File: src/rtl/rtc_cal_pkg.sv
package rtc_cal_pkg;

   localparam int RTC_NREG  = 8;
   localparam int RTC_SELW  = $clog2(RTC_NREG);
   localparam int RTC_BYTEW = 8;
   localparam int RTC_VALW  = 7;

   typedef enum logic [RTC_SELW-1:0] {
      FLD_SEC  = 3'd0,
      FLD_MIN  = 3'd1,
      FLD_HOUR = 3'd2,
      FLD_WDAY = 3'd3,
      FLD_MDAY = 3'd4,
      FLD_MON  = 3'd5,
      FLD_YEAR = 3'd6,
      FLD_CENT = 3'd7
   } rtc_field_e;

   // stored byte -> numeric value, per data encoding
   function automatic logic [RTC_VALW-1:0] code2val(input logic [7:0] c, input logic bin);
      if (bin) return c[6:0];
      return 7'(c[7:4]) * 7'd10 + 7'(c[3:0]);
   endfunction

   // numeric value (0..99) -> stored byte, per data encoding
   function automatic logic [7:0] val2code(input logic [RTC_VALW-1:0] v, input logic bin);
      logic [RTC_VALW-1:0] tens;
      logic [RTC_VALW-1:0] ones;
      tens = v / 7'd10;
      ones = v % 7'd10;
      if (bin) return {1'b0, v};
      return {tens[3:0], ones[3:0]};
   endfunction

   function automatic logic [RTC_VALW-1:0] month_len(input logic [RTC_VALW-1:0] mon,
                                                      input logic [RTC_VALW-1:0] yr);
      case (mon)
         7'd2:                    return (yr[1:0] == 2'b00) ? 7'd29 : 7'd28;
         7'd4, 7'd6, 7'd9, 7'd11: return 7'd30;
         default:                 return 7'd31;
      endcase
   endfunction

   function automatic logic [7:0] reset_code(input int idx);
      if (idx == int'(FLD_WDAY) || idx == int'(FLD_MDAY) || idx == int'(FLD_MON)) return 8'h01;
      return 8'h00;
   endfunction

endpackage

File: src/rtl/rtc_uip_seq.sv
module rtc_uip_seq #(
   parameter int UIP_LEAD = 4
) (
   input  logic clk,
   input  logic rst_n,
   input  logic sec_tick,
   input  logic set_hold,
   output logic uip,
   output logic commit,
   output logic upd_done
);
   localparam int CW = $clog2(UIP_LEAD + 1);

   logic [CW-1:0] lead_cnt;

   generate
      if (UIP_LEAD < 1) begin : g_bad_lead
         $error("rtc_uip_seq: UIP_LEAD must be at least 1");
      end
   endgenerate

   assign commit = uip && !set_hold && (lead_cnt == CW'(UIP_LEAD - 1));

   always_ff @(posedge clk) begin
      if (!rst_n) begin
         uip      <= 1'b0;
         lead_cnt <= '0;
         upd_done <= 1'b0;
      end else begin
         upd_done <= commit;
         if (set_hold) begin
            uip      <= 1'b0;
            lead_cnt <= '0;
         end else if (!uip) begin
            if (sec_tick) begin
               uip      <= 1'b1;
               lead_cnt <= '0;
            end
         end else if (commit) begin
            uip      <= 1'b0;
            lead_cnt <= '0;
         end else begin
            lead_cnt <= lead_cnt + 1'b1;
         end
      end
   end

   p_done_pulse_r2: assert property (@(posedge clk) disable iff (!rst_n)
      upd_done |=> !upd_done);
   p_uip_falls_r2: assert property (@(posedge clk) disable iff (!rst_n)
      upd_done |-> (!uip && $past(uip)));
   p_tick_starts_r2: assert property (@(posedge clk) disable iff (!rst_n)
      (sec_tick && !uip && !set_hold) |=> uip);
   p_hold_clears_r3: assert property (@(posedge clk) disable iff (!rst_n)
      set_hold |=> (!uip && !commit));

endmodule

File: src/rtl/rtc_next_time.sv
module rtc_next_time
   import rtc_cal_pkg::*;
(
   input  logic [7:0]          cur_sec,
   input  logic [7:0]          cur_min,
   input  logic [7:0]          cur_hour,
   input  logic [7:0]          cur_wday,
   input  logic [7:0]          cur_mday,
   input  logic [7:0]          cur_mon,
   input  logic [7:0]          cur_year,
   input  logic [7:0]          cur_cent,
   input  logic                data_bin,
   input  logic                hour24,
   input  logic                spring_arm,
   input  logic                fall_arm,
   output logic [7:0]          nxt_sec,
   output logic [7:0]          nxt_min,
   output logic [7:0]          nxt_hour,
   output logic [7:0]          nxt_wday,
   output logic [7:0]          nxt_mday,
   output logic [7:0]          nxt_mon,
   output logic [7:0]          nxt_year,
   output logic [7:0]          nxt_cent,
   output logic                day_roll,
   output logic                used_spring,
   output logic                used_fall,
   output logic [RTC_VALW-1:0] nb_wday,
   output logic [RTC_VALW-1:0] nb_mday,
   output logic [RTC_VALW-1:0] nb_mon
);
   logic [RTC_VALW-1:0] s, m, h, h12, wd, d, mo, y, dim;
   logic [RTC_VALW-1:0] s_n, m_n, h_n, h12_n, wd_n, d_n, mo_n, y_n;
   logic                pm, pm_n, at_159, cent_load;
   logic [7:0]          h12_code, twenty_code;

   always_comb begin
      // decode to numeric values
      s   = code2val(cur_sec, data_bin);
      m   = code2val(cur_min, data_bin);
      pm  = cur_hour[7];
      h12 = code2val({1'b0, cur_hour[6:0]}, data_bin);
      if (hour24) h = code2val(cur_hour, data_bin);
      else        h = ((h12 == 7'd12) ? 7'd0 : h12) + (pm ? 7'd12 : 7'd0);
      wd  = code2val(cur_wday, data_bin);
      d   = code2val(cur_mday, data_bin);
      mo  = code2val(cur_mon, data_bin);
      y   = code2val(cur_year, data_bin);
      dim = month_len(mo, y);

      at_159      = (h == 7'd1) && (m == 7'd59) && (s == 7'd59);
      used_spring = spring_arm && at_159;
      used_fall   = fall_arm && at_159 && !used_spring;

      // time-of-day carry chain
      s_n = s; m_n = m; h_n = h; day_roll = 1'b0;
      if (s >= 7'd59) begin
         s_n = 7'd0;
         if (m >= 7'd59) begin
            m_n = 7'd0;
            if (h >= 7'd23) begin
               h_n      = 7'd0;
               day_roll = 1'b1;
            end else begin
               h_n = h + 7'd1;
            end
         end else begin
            m_n = m + 7'd1;
         end
      end else begin
         s_n = s + 7'd1;
      end
      if (used_spring) h_n = 7'd3;
      if (used_fall)   h_n = 7'd1;

      // calendar carry chain
      wd_n = wd; d_n = d; mo_n = mo; y_n = y; cent_load = 1'b0;
      if (day_roll) begin
         wd_n = (wd >= 7'd7) ? 7'd1 : wd + 7'd1;
         if (d >= dim) begin
            d_n = 7'd1;
            if (mo >= 7'd12) begin
               mo_n = 7'd1;
               if (y >= 7'd99) begin
                  y_n       = 7'd0;
                  cent_load = 1'b1;
               end else begin
                  y_n = y + 7'd1;
               end
            end else begin
               mo_n = mo + 7'd1;
            end
         end else begin
            d_n = d + 7'd1;
         end
      end

      // encode back
      nxt_sec  = val2code(s_n, data_bin);
      nxt_min  = val2code(m_n, data_bin);
      pm_n     = (h_n >= 7'd12);
      if (h_n == 7'd0)       h12_n = 7'd12;
      else if (h_n > 7'd12)  h12_n = h_n - 7'd12;
      else                   h12_n = h_n;
      h12_code = val2code(h12_n, data_bin);
      nxt_hour = hour24 ? val2code(h_n, data_bin) : {pm_n, h12_code[6:0]};
      nxt_wday = val2code(wd_n, data_bin);
      nxt_mday = val2code(d_n, data_bin);
      nxt_mon  = val2code(mo_n, data_bin);
      nxt_year = val2code(y_n, data_bin);
      twenty_code = val2code(7'd20, data_bin);
      nxt_cent = cent_load ? {cur_cent[7], twenty_code[6:0]} : cur_cent;

      nb_wday = wd_n;
      nb_mday = d_n;
      nb_mon  = mo_n;
   end

endmodule

File: src/rtl/rtc_dst_track.sv
module rtc_dst_track
   import rtc_cal_pkg::*;
#(
   parameter int SPRING_MON  = 4,
   parameter int SPRING_LAST = 7,
   parameter int FALL_MON    = 10,
   parameter int FALL_FIRST  = 25
) (
   input  logic                clk,
   input  logic                rst_n,
   input  logic                commit,
   input  logic                day_roll,
   input  logic                dst_en,
   input  logic [RTC_VALW-1:0] nb_wday,
   input  logic [RTC_VALW-1:0] nb_mday,
   input  logic [RTC_VALW-1:0] nb_mon,
   input  logic                used_spring,
   input  logic                used_fall,
   output logic                spring_arm,
   output logic                fall_arm
);
   logic is_sunday, spring_day, fall_day;

   generate
      if (SPRING_MON < 1 || SPRING_MON > 12 || FALL_MON < 1 || FALL_MON > 12
          || SPRING_MON == FALL_MON) begin : g_bad_month
         $error("rtc_dst_track: jump months must be distinct and in 1..12");
      end
   endgenerate

   assign is_sunday  = (nb_wday == 7'd1);
   assign spring_day = is_sunday && (nb_mon == RTC_VALW'(SPRING_MON)) && (nb_mday <= RTC_VALW'(SPRING_LAST));
   assign fall_day   = is_sunday && (nb_mon == RTC_VALW'(FALL_MON)) && (nb_mday >= RTC_VALW'(FALL_FIRST));

   always_ff @(posedge clk) begin
      if (!rst_n) begin
         spring_arm <= 1'b0;
         fall_arm   <= 1'b0;
      end else if (commit) begin
         if (day_roll) begin
            spring_arm <= dst_en && spring_day;
            fall_arm   <= dst_en && fall_day;
         end else begin
            if (used_spring) spring_arm <= 1'b0;
            if (used_fall)   fall_arm   <= 1'b0;
         end
      end
   end

   p_arms_exclusive_r10: assert property (@(posedge clk) disable iff (!rst_n)
      !(spring_arm && fall_arm));
   p_arm_only_midnight_r11: assert property (@(posedge clk) disable iff (!rst_n)
      (!(commit && day_roll)) |=> (!$rose(spring_arm) && !$rose(fall_arm)));
   p_fall_once_r10: assert property (@(posedge clk) disable iff (!rst_n)
      (commit && used_fall) |=> !fall_arm);

endmodule

File: src/rtl/rtc_calendar_engine.sv
module rtc_calendar_engine
   import rtc_cal_pkg::*;
#(
   parameter int UIP_LEAD = 4
) (
   input  logic       clk,
   input  logic       rst_n,
   input  logic       sec_tick,
   input  logic       set_hold,
   input  logic       data_bin,
   input  logic       hour24,
   input  logic       dst_en,
   input  logic       wr_en,
   input  logic [2:0] wr_sel,
   input  logic [7:0] wr_data,
   output logic [7:0] sec_o,
   output logic [7:0] min_o,
   output logic [7:0] hour_o,
   output logic [7:0] wday_o,
   output logic [7:0] mday_o,
   output logic [7:0] mon_o,
   output logic [7:0] year_o,
   output logic [7:0] cent_o,
   output logic       uip,
   output logic       upd_done
);
   logic [RTC_BYTEW-1:0] reg_q   [RTC_NREG];
   logic [RTC_BYTEW-1:0] reg_nxt [RTC_NREG];
   logic                 commit, day_roll, used_spring, used_fall;
   logic                 spring_arm, fall_arm;
   logic [RTC_VALW-1:0]  nb_wday, nb_mday, nb_mon;

   rtc_uip_seq #(.UIP_LEAD(UIP_LEAD)) u_seq (
      .clk      (clk),
      .rst_n    (rst_n),
      .sec_tick (sec_tick),
      .set_hold (set_hold),
      .uip      (uip),
      .commit   (commit),
      .upd_done (upd_done)
   );

   rtc_next_time u_next (
      .cur_sec     (reg_q[FLD_SEC]),
      .cur_min     (reg_q[FLD_MIN]),
      .cur_hour    (reg_q[FLD_HOUR]),
      .cur_wday    (reg_q[FLD_WDAY]),
      .cur_mday    (reg_q[FLD_MDAY]),
      .cur_mon     (reg_q[FLD_MON]),
      .cur_year    (reg_q[FLD_YEAR]),
      .cur_cent    (reg_q[FLD_CENT]),
      .data_bin    (data_bin),
      .hour24      (hour24),
      .spring_arm  (spring_arm),
      .fall_arm    (fall_arm),
      .nxt_sec     (reg_nxt[FLD_SEC]),
      .nxt_min     (reg_nxt[FLD_MIN]),
      .nxt_hour    (reg_nxt[FLD_HOUR]),
      .nxt_wday    (reg_nxt[FLD_WDAY]),
      .nxt_mday    (reg_nxt[FLD_MDAY]),
      .nxt_mon     (reg_nxt[FLD_MON]),
      .nxt_year    (reg_nxt[FLD_YEAR]),
      .nxt_cent    (reg_nxt[FLD_CENT]),
      .day_roll    (day_roll),
      .used_spring (used_spring),
      .used_fall   (used_fall),
      .nb_wday     (nb_wday),
      .nb_mday     (nb_mday),
      .nb_mon      (nb_mon)
   );

   rtc_dst_track u_dst (
      .clk         (clk),
      .rst_n       (rst_n),
      .commit      (commit),
      .day_roll    (day_roll),
      .dst_en      (dst_en),
      .nb_wday     (nb_wday),
      .nb_mday     (nb_mday),
      .nb_mon      (nb_mon),
      .used_spring (used_spring),
      .used_fall   (used_fall),
      .spring_arm  (spring_arm),
      .fall_arm    (fall_arm)
   );

   // byte bank: a write beats the update for its own byte
   generate
      for (genvar k = 0; k < RTC_NREG; k++) begin : g_bank
         localparam logic [RTC_BYTEW-1:0] RST_V = reset_code(k);
         always_ff @(posedge clk) begin
            if (!rst_n)                                       reg_q[k] <= RST_V;
            else if (wr_en && (wr_sel == RTC_SELW'(k)))       reg_q[k] <= wr_data;
            else if (commit)                                  reg_q[k] <= reg_nxt[k];
         end
      end
   endgenerate

   assign sec_o  = reg_q[FLD_SEC];
   assign min_o  = reg_q[FLD_MIN];
   assign hour_o = reg_q[FLD_HOUR];
   assign wday_o = reg_q[FLD_WDAY];
   assign mday_o = reg_q[FLD_MDAY];
   assign mon_o  = reg_q[FLD_MON];
   assign year_o = reg_q[FLD_YEAR];
   assign cent_o = reg_q[FLD_CENT];

   p_quiet_between_r2: assert property (@(posedge clk) disable iff (!rst_n)
      (!commit && !wr_en) |=> ($stable(sec_o) && $stable(hour_o) && $stable(mday_o)));
   p_hold_freezes_r3: assert property (@(posedge clk) disable iff (!rst_n)
      (set_hold && !wr_en) |=> ($stable(sec_o) && $stable(min_o) && $stable(year_o)));
   p_cent_msb_kept_r8: assert property (@(posedge clk) disable iff (!rst_n)
      (commit && !wr_en) |=> (cent_o[7] == $past(cent_o[7])));
   p_write_lands_r4: assert property (@(posedge clk) disable iff (!rst_n)
      (wr_en && wr_sel == 3'd0) |=> (sec_o == $past(wr_data)));

endmodule

File: config.mk
export PLATFORM = sky130hd
export DESIGN_NAME = rtc_calendar_engine
export DESIGN_NICKNAME = d
export VERILOG_FILES = /design/src/rtl/rtc_cal_pkg.sv /design/src/rtl/rtc_uip_seq.sv /design/src/rtl/rtc_next_time.sv /design/src/rtl/rtc_dst_track.sv /design/src/rtl/rtc_calendar_engine.sv
export SDC_FILE = /design/constraint.sdc
export NUM_CORES = 1
export LEC_CHECK = 0
export ABC_AREA = 1
export BUFFER_PORTS_ARGS = -buffer_cell sky130_fd_sc_hd__clkbuf_2
export CAP_MARGIN = 15
export CORE_MARGIN = 2
export CORE_UTILIZATION = 33
export DETAILED_ROUTE_END_ITERATION = 8
export PLACE_DENSITY = 0.58
export SLEW_MARGIN = 15
export SYNTH_ARGS = -nofsm -noshare
export SYNTH_HDL_FRONTEND = slang
export SYNTH_HIERARCHICAL = 1
export SYNTH_SLANG_ARGS = --single-unit
File: constraint.sdc
create_clock -name clk -period 6.3 [get_ports clk]
set_input_delay 0.63 -clock clk [delete_from_list [all_inputs] [get_ports clk]]
set_output_delay 0.63 -clock clk [all_outputs]
set_load 0.02 [all_outputs]
==> impl_metrics.py, run 1 <==
metrics = {
    "status": {
        "outcome": "complete, but fails checks",
        "violations": "setup timing",
    },
    "drt": {
        "wl_per_cell_um": 14.76,
        "drt-pass1-iter-count": 5,
        "drcViolationCount": 0,
        "vias_per_cell": 4.982,
        "vias": 11420,
        "wirelength_um": 33820,
        "drt_iter0_drc": 740,
        "detail-route-antenna-nets": 0,
    },
    "logic_synthesis": {
        "yosysWarningCount": 6,
        "yosysUniqueCellTypes": 66,
        "synth_edf_count": 64,
        "yosysSeqAreaShare_pct": 19.30,
        "syn_area_per_cell_um2": 6.477,
        "async_reset_ff_share_pct": 0,
        "syn_inst": 1650,
        "ys_seq_elements": 71,
        "synthFlopType": "edfxtp_1",
        "syn-cell-area_um2": 10690,
        "syn-num-nets": 1760,
    },
    "finish": {
        "stdcell_area_um2": 13770,
        "syn_to_final_growth_pct": 28.86,
        "nNetsFinal": 1995,
        "post-route-util_pct": 43.42,
        "fillers": 3276,
        "final_layout_size_suffix_gt1_share_pct": 31.38,
        "num_antenna_cells": 0,
    },
    "min_path": {
        "min_to": "u_seq/lead_cnt[1]",
        "min_path_cells": 2,
        "hold_class": "reg -> reg",
        "min_from": "u_seq/lead_cnt[1]",
    },
    "global_routing": {
        "grt_pass1_wl_um": 52890,
        "grt-ovfl-total": 0,
        "grt_max_degree": 47,
        "grt_use_total_pct": 19.52,
        "antenna_found_initial": 0,
        "grt_pass1_vias": 10640,
    },
    "clocking": {
        "clk_pin_slew_ns": 0.06,
        "clk_latency_ns": 0.35,
        "cts-root-buf": "clkbuf_16",
        "h-tree-depth": 3,
        "cts_buffer_depth": 2,
        "clock_sinks": 71,
        "cts_tree": "yes",
        "cts_buffers": 9,
    },
    "sta": {
        "grt_setup_unrepaired": "true",
        "worst_pin_slew_ns": 0.9572,
        "relSlewSlack_pct": 35.95,
        "setup_tns_ns": -1.087,
        "final.setup.worst_slack_ns": -0.1561,
        "hold_violations": 0,
        "slew_viol_final": 0,
        "fin_worst_skew_ns": 0.008070,
        "max_freq_mhz": 154.9,
        "fin_crit_sh_pct": 102.5,
        "setup_violations": 9,
        "finalCriticalPeriod_ns": 6.456,
    },
    "critical_path": {
        "crit_type": "reg -> reg",
        "critPathSlowestCell": "edfxtp_1",
        "worst_r2r_endpoint": "reg_q[0][26]",
        "arrival_ns": 6.57,
        "critical-path-top-delay-family": "simple AND/OR/NAND/NOR gates",
        "worstPathRequired_ns": 6.41,
        "startpoint_type": "flop",
        "reg2reg_depth": 48,
        "rrSetupSlack_ns": -0.16,
        "timing.rr.start": "reg_q[0][20]",
        "cp_max_fo": 4,
        "slowest_delay_ns": 0.48,
        "endpoint_kind": "flop",
        "worst-path-buf-inv": 9,
    },
    "floorplan": {
        "start_util_pct": 33.69,
        "die_x_um": 184.0,
        "die_height_um": 184.0,
        "pin_count": 85,
        "fp-row-count": 65,
        "die_area_um2": 33840,
        "core_um2": 31720,
    },
    "power_and_ir_drop": {
        "ir_worst_vdd_uv": 171.7,
        "p_per_area_nw_per_um2": 328.2,
        "power_uw": 4519,
        "power_leakage_uw": 0.006894,
    },
    "placement": {
        "dpl-instance-area_um2": 12180,
        "portBuffers": 84,
        "dp_hpwl_um": 25330,
        "dp_slack_ns": -0.2420,
        "routabilityCongestion": 0.8744,
    },
    "flow_run": {
        "drv_cap": 0,
    },
}
[per-stage QoR]
stage	hold WS, ns	std cells
floorplan	0.4456	1650
global placement	0.4636	2189
detailed placement	0.4730	2189
CTS	0.4818	2252
global route	0.5131	2292
finish	0.4780	2292
[tightest hold or removal path: stages, from the launching register on]
cell and delay [ns]:
dfxtp_1 0.31, nand2_1 0.06, a21oi_1 0.06
[cells in the final DEF (no fill, tap or decap), types with 28 or more instances in the layout]
| cell | netlist | layout |
|---|---|---|
| buf_4 | 7 | 171 |
| edfxtp_1 | 64 | 64 |
| a21oi_1 | 39 | 35 |
| inv_1 | 199 | 180 |
| nand2_2 | 37 | 79 |
| nand3_1 | 156 | 143 |
| nor2_1 | 136 | 130 |
| clkbuf_2 | 0 | 83 |
| ha_1 | 76 | 59 |
| inv_2 | 29 | 46 |
| nand2_1 | 518 | 471 |
| xor2_1 | 34 | 28 |
| o21ai_0 | 72 | 58 |
[flip-flops by register name, summed over array words and instances (netlist names)]
register	cells
u_dst/fall_arm	1
u_dst/spring_arm	1
reg_q	64
u_seq/upd_done	1
u_seq/uip	1
u_seq/lead_cnt	3
[synthesized netlist by cell type, types with 4 or more instances]
| cell type | number | area share (%) |
|---|---|---|
| buf_4 | 7 | 0.49 |
| o21ai_1 | 21 | 0.98 |
| nor3_1 | 6 | 0.28 |
| xnor2_1 | 7 | 0.57 |
| a21boi_0 | 4 | 0.28 |
| or2_2 | 6 | 0.35 |
| nor2_1 | 136 | 4.8 |
| nand3_1 | 156 | 7.3 |
| nand3_2 | 17 | 1.6 |
| dfxtp_1 | 7 | 1.3 |
| o21ai_0 | 72 | 3.4 |
| a22oi_1 | 5 | 0.35 |
| a21oi_1 | 39 | 1.8 |
| xor2_1 | 34 | 2.8 |
| nand2_2 | 37 | 2.2 |
| fa_1 | 15 | 2.8 |
| nor2_2 | 7 | 0.41 |
| nand2_1 | 518 | 18 |
| o21a_1 | 4 | 0.28 |
| edfxtp_1 | 64 | 18 |
| inv_2 | 29 | 1.0 |
| o21ai_2 | 19 | 1.6 |
| nand2_4 | 9 | 0.95 |
| nor2_4 | 13 | 1.4 |
| buf_6 | 8 | 0.84 |
| nand3b_1 | 14 | 0.98 |
| ha_1 | 76 | 8.9 |
| nand4_1 | 19 | 1.1 |
| and2_1 | 4 | 0.23 |
| o211ai_1 | 4 | 0.28 |
| clkbuf_1 | 6 | 0.21 |
| buf_2 | 18 | 0.84 |
| a31oi_1 | 4 | 0.23 |
| a21oi_2 | 13 | 1.1 |
| inv_1 | 199 | 7.0 |
[layout make-up]
class,count,area (um2),area share [%]
well taps,402,503.0,3.653
clock buffers,9,225.2,1.635
repair buffers,267,1857,13.48
flip-flops and latches,71,2062,14.97
multi-input cells,1302,8144,59.14
inverters,234,898.4,6.524
clock inverters,7,81.33,0.5906
[worst max-delay path by stage]
stage,start,end,slack [ns],depth (start not counted)
after detailed placement,reg_q[0][20],reg_q[0][17],-0.24,50
final,reg_q[0][20],reg_q[0][26],-0.16,48
after global placement,reg_q[0][20],reg_q[0][18],-0.04,48
after CTS,reg_q[0][20],reg_q[0][17],-0.07,53
after floorplan,reg_q[0][22],reg_q[0][27],0.002,48
after global routing,reg_q[0][20],reg_q[0][17],-0.50,52
[where the power goes]
part	switching [uW]	leakage (uW)	total (uW)	internal, uW
Clock	229	0.000147	541	312
Combinational	1930	0.00607	3400	1470
Sequential	38.1	0.000676	582	544
Total	2190	0.00689	4520	2320
[layer usage]
metal / global-route usage (%) / up-vias / part of all wire [%]
li1: - / 5803 / -
met1: 25.06 / 5321 / 44
met2: 33.72 / 244 / 48
met3: 2.437 / 50 / 4.4
met4: 6.656 / 0 / 3.1
met5: 0 / - / 0
[repair_timing]
action	4_1_cts	5_1_grt
buffers inserted	47	40
endpoints found under the setup margin	18	23
resized for setup	58	117
hold buffers	0	0
pin swaps	51	91
[cell families after synthesis]
group | synth area share, %
AO/OA/AOI/OAI | 12.33
XOR/XNOR | 3.665
adder cells (fa/ha/maj) | 11.71
buffers and inverters | 11.04
flip-flops | 19.30
other | 0.03509
AND/OR/NAND/NOR | 41.93
(Power assumes the default switching activity.)
==> run 2: changes to the inputs <==
--- a/config.mk
+++ b/config.mk
@@ -10,6 +10,7 @@
 export CAP_MARGIN = 15
 export CORE_MARGIN = 2
 export CORE_UTILIZATION = 33
+export CTS_BUF_LIST = sky130_fd_sc_hd__clkbuf_8
 export DETAILED_ROUTE_END_ITERATION = 8
 export PLACE_DENSITY = 0.58
 export SLEW_MARGIN = 15
==> impl_metrics.py, run 2 (same netlist as run 1, synthesis figures left out) <==
metrics = {
    "critical_path": {
        "timing.rr.start": "reg_q[0][20]",
        "worst_r2r_endpoint": "reg_q[0][22]",
        "crit_type": "reg -> reg",
        "crit_top_cell": "buf_4",
        "worstPathRequired_ns": 6.43,
        "endpoint_kind": "flop",
        "arrival_ns": 6.58,
        "startpoint_type": "flop",
        "cp_max_fo": 4,
        "slowest_delay_ns": 0.49,
        "critPathSlowestCell": "edfxtp_1",
        "rrSetupSlack_ns": -0.15,
        "reg2reg_depth": 45,
    },
    "drt": {
        "wirelength_um": 33980,
        "drt_iter0_drc": 734,
        "wl_per_cell_um": 14.77,
        "vias": 11440,
        "vias_per_cell": 4.975,
        "drcViolationCount": 0,
        "drt-pass1-iter-count": 5,
        "detail-route-antenna-nets": 0,
    },
    "power_and_ir_drop": {
        "power_leakage_uw": 0.006900,
        "p_per_area_nw_per_um2": 325.2,
        "ir_worst_vdd_uv": 146.3,
        "clockPowerShare_pct": 8.9,
        "p_int_uw": 2261,
        "power_uw": 4496,
        "switching_share_pct": 49.70,
        "switchingPower_uw": 2235,
        "combPwrFrac_pct": 78.2,
        "p_seq_share_pct": 12.9,
    },
    "status": {
        "outcome": "complete, but fails checks",
        "violations": "setup timing",
    },
    "finish": {
        "num_antenna_cells": 0,
        "reg.largest.list": "reg_q x64, u_seq/lead_cnt x3",
        "final_cell_mix": "nand2_1 (468), buf_4 (177), inv_1 (176)",
        "nNetsFinal": 2003,
        "syn_to_final_growth_pct": 29.39,
        "regMostFlops": "reg_q",
        "layout_commonest_cell": "nand2_1",
        "final_layout_size_suffix_gt1_share_pct": 32.51,
        "largest_register_ffs": 64,
    },
    "clocking": {
        "h-tree-depth": 3,
        "clk_pin_slew_ns": 0.08,
        "cts_buffer_depth": 2,
        "clock_sinks": 71,
        "cts_hold_buf": 0,
        "cts_buffers": 9,
        "cts_tree": "yes",
        "clk_latency_ns": 0.38,
        "cts-root-buf": "clkbuf_8",
    },
    "min_path": {
        "min_path_cells": 2,
        "min_from": "u_seq/lead_cnt[1]",
        "min_to": "u_seq/lead_cnt[1]",
        "hold_class": "reg -> reg",
    },
    "sta": {
        "relSlewSlack_pct": 37.59,
        "slew_viol_final": 0,
        "max_freq_mhz": 155.0,
        "hold_ws_ns": 0.4810,
        "grt_setup_unrepaired": "true",
        "hold_violations": 0,
        "worst_pin_slew_ns": 0.9326,
        "setup_tns_ns": -1.017,
        "finalCriticalPeriod_ns": 6.452,
        "fin_worst_skew_ns": 0.01161,
        "setup_violations": 9,
        "fin_crit_sh_pct": 102.4,
        "final.setup.worst_slack_ns": -0.1522,
    },
    "global_routing": {
        "grt_max_degree": 47,
        "grt_use_total_pct": 19.53,
        "grt_pass1_vias": 10640,
        "grt-ovfl-total": 0,
        "grt_pass1_wl_um": 53090,
        "antenna_found_initial": 0,
    },
    "floorplan": {
        "die_area_um2": 33840,
        "start_util_pct": 33.69,
        "pin_count": 85,
        "core_um2": 31720,
        "die_x_um": 184.0,
        "fp-row-count": 65,
        "die_height_um": 184.0,
    },
    "placement": {
        "routabilityCongestion": 0.8744,
        "portBuffers": 84,
        "dp_hpwl_um": 25330,
    },
    "flow_run": {
        "drv_cap": 0,
    },
}
==> run 2: cell types whose count changed in the layout (fill, tap and decap cells not counted), sizes merged <==
| cell | before | now |
|---|---|---|
| buf | 184 | 192 |
==> run 2: final cells by class <==
class / count / area (um2)
clock buffers: 9 / 123.9
repair buffers: 275 / 1916
fillers: 3280 / 17890
multi-input cells: 1302 / 8240
flip-flops and latches: 71 / 2062
well taps: 402 / 503.0
clock inverters: 7 / 81.33
inverters: 234 / 900.9
==> run 2: power by group through the flow <==
stage,Clock (uW),Sequential [uW],Combinational (uW)
after floorplan,0,617,1910
after global placement,0,592,2620
after detailed placement,0,592,2670
after CTS,409,582,2970
after global routing,424,587,3880
final,399,581,3520
==> run 2: how the worst max path moves through the flow <==
stage	slack (ns)	cells after the start	to	startpoint
2_1_floorplan	0.002	48	reg_q[0][27]	reg_q[0][22]
3_3_place_gp	-0.04	48	reg_q[0][18]	reg_q[0][20]
3_5_place_dp	-0.24	50	reg_q[0][17]	reg_q[0][20]
4_1_cts	-0.07	53	reg_q[0][17]	reg_q[0][20]
5_1_grt	-0.50	52	reg_q[0][17]	reg_q[0][20]
6_report	-0.15	45	reg_q[0][22]	reg_q[0][20]
==> run 2: critical path: cells and delay by family (launching register included) <==
family | cells | cell delay, ns
AO/OA/AOI/OAI | 4 | 0.61
adder cells (fa/ha/maj) | 6 | 1.46
flip-flops | 1 | 0.49
XOR/XNOR | 1 | 0.21
buffers and inverters | 13 | 1.41
AND/OR/NAND/NOR | 21 | 2.01
==> run 2: stage by stage <==
stage | setup WS, ns | util, % | instances | instance area (um2)
detailed placement | -0.2420 | 38.41 | 2189 | 12180
global route | -0.5040 | 43.59 | 2300 | 13830
finish | -0.1522 | 43.59 | 2300 | 13830
floorplan | 0.001713 | - | 1650 | 10810
CTS | -0.06874 | 40.86 | 2252 | 12960
global placement | -0.03618 | 38.41 | 2189 | 12180
==> run 2: per-layer routing <==
layer	GRT usage (%)	share of wire [%]
met1	25.08	45
met3	2.496	3.7
met2	34.02	49
met4	5.952	2.8
met5	0	0
==> run 2: repair_timing <==
item | CTS | global route
buffers inserted | 47 | 50
pin swaps | 51 | 117
setup endpoints to repair | 16 | 23
gates cloned | 0 | 0
gates resized for setup | 58 | 146
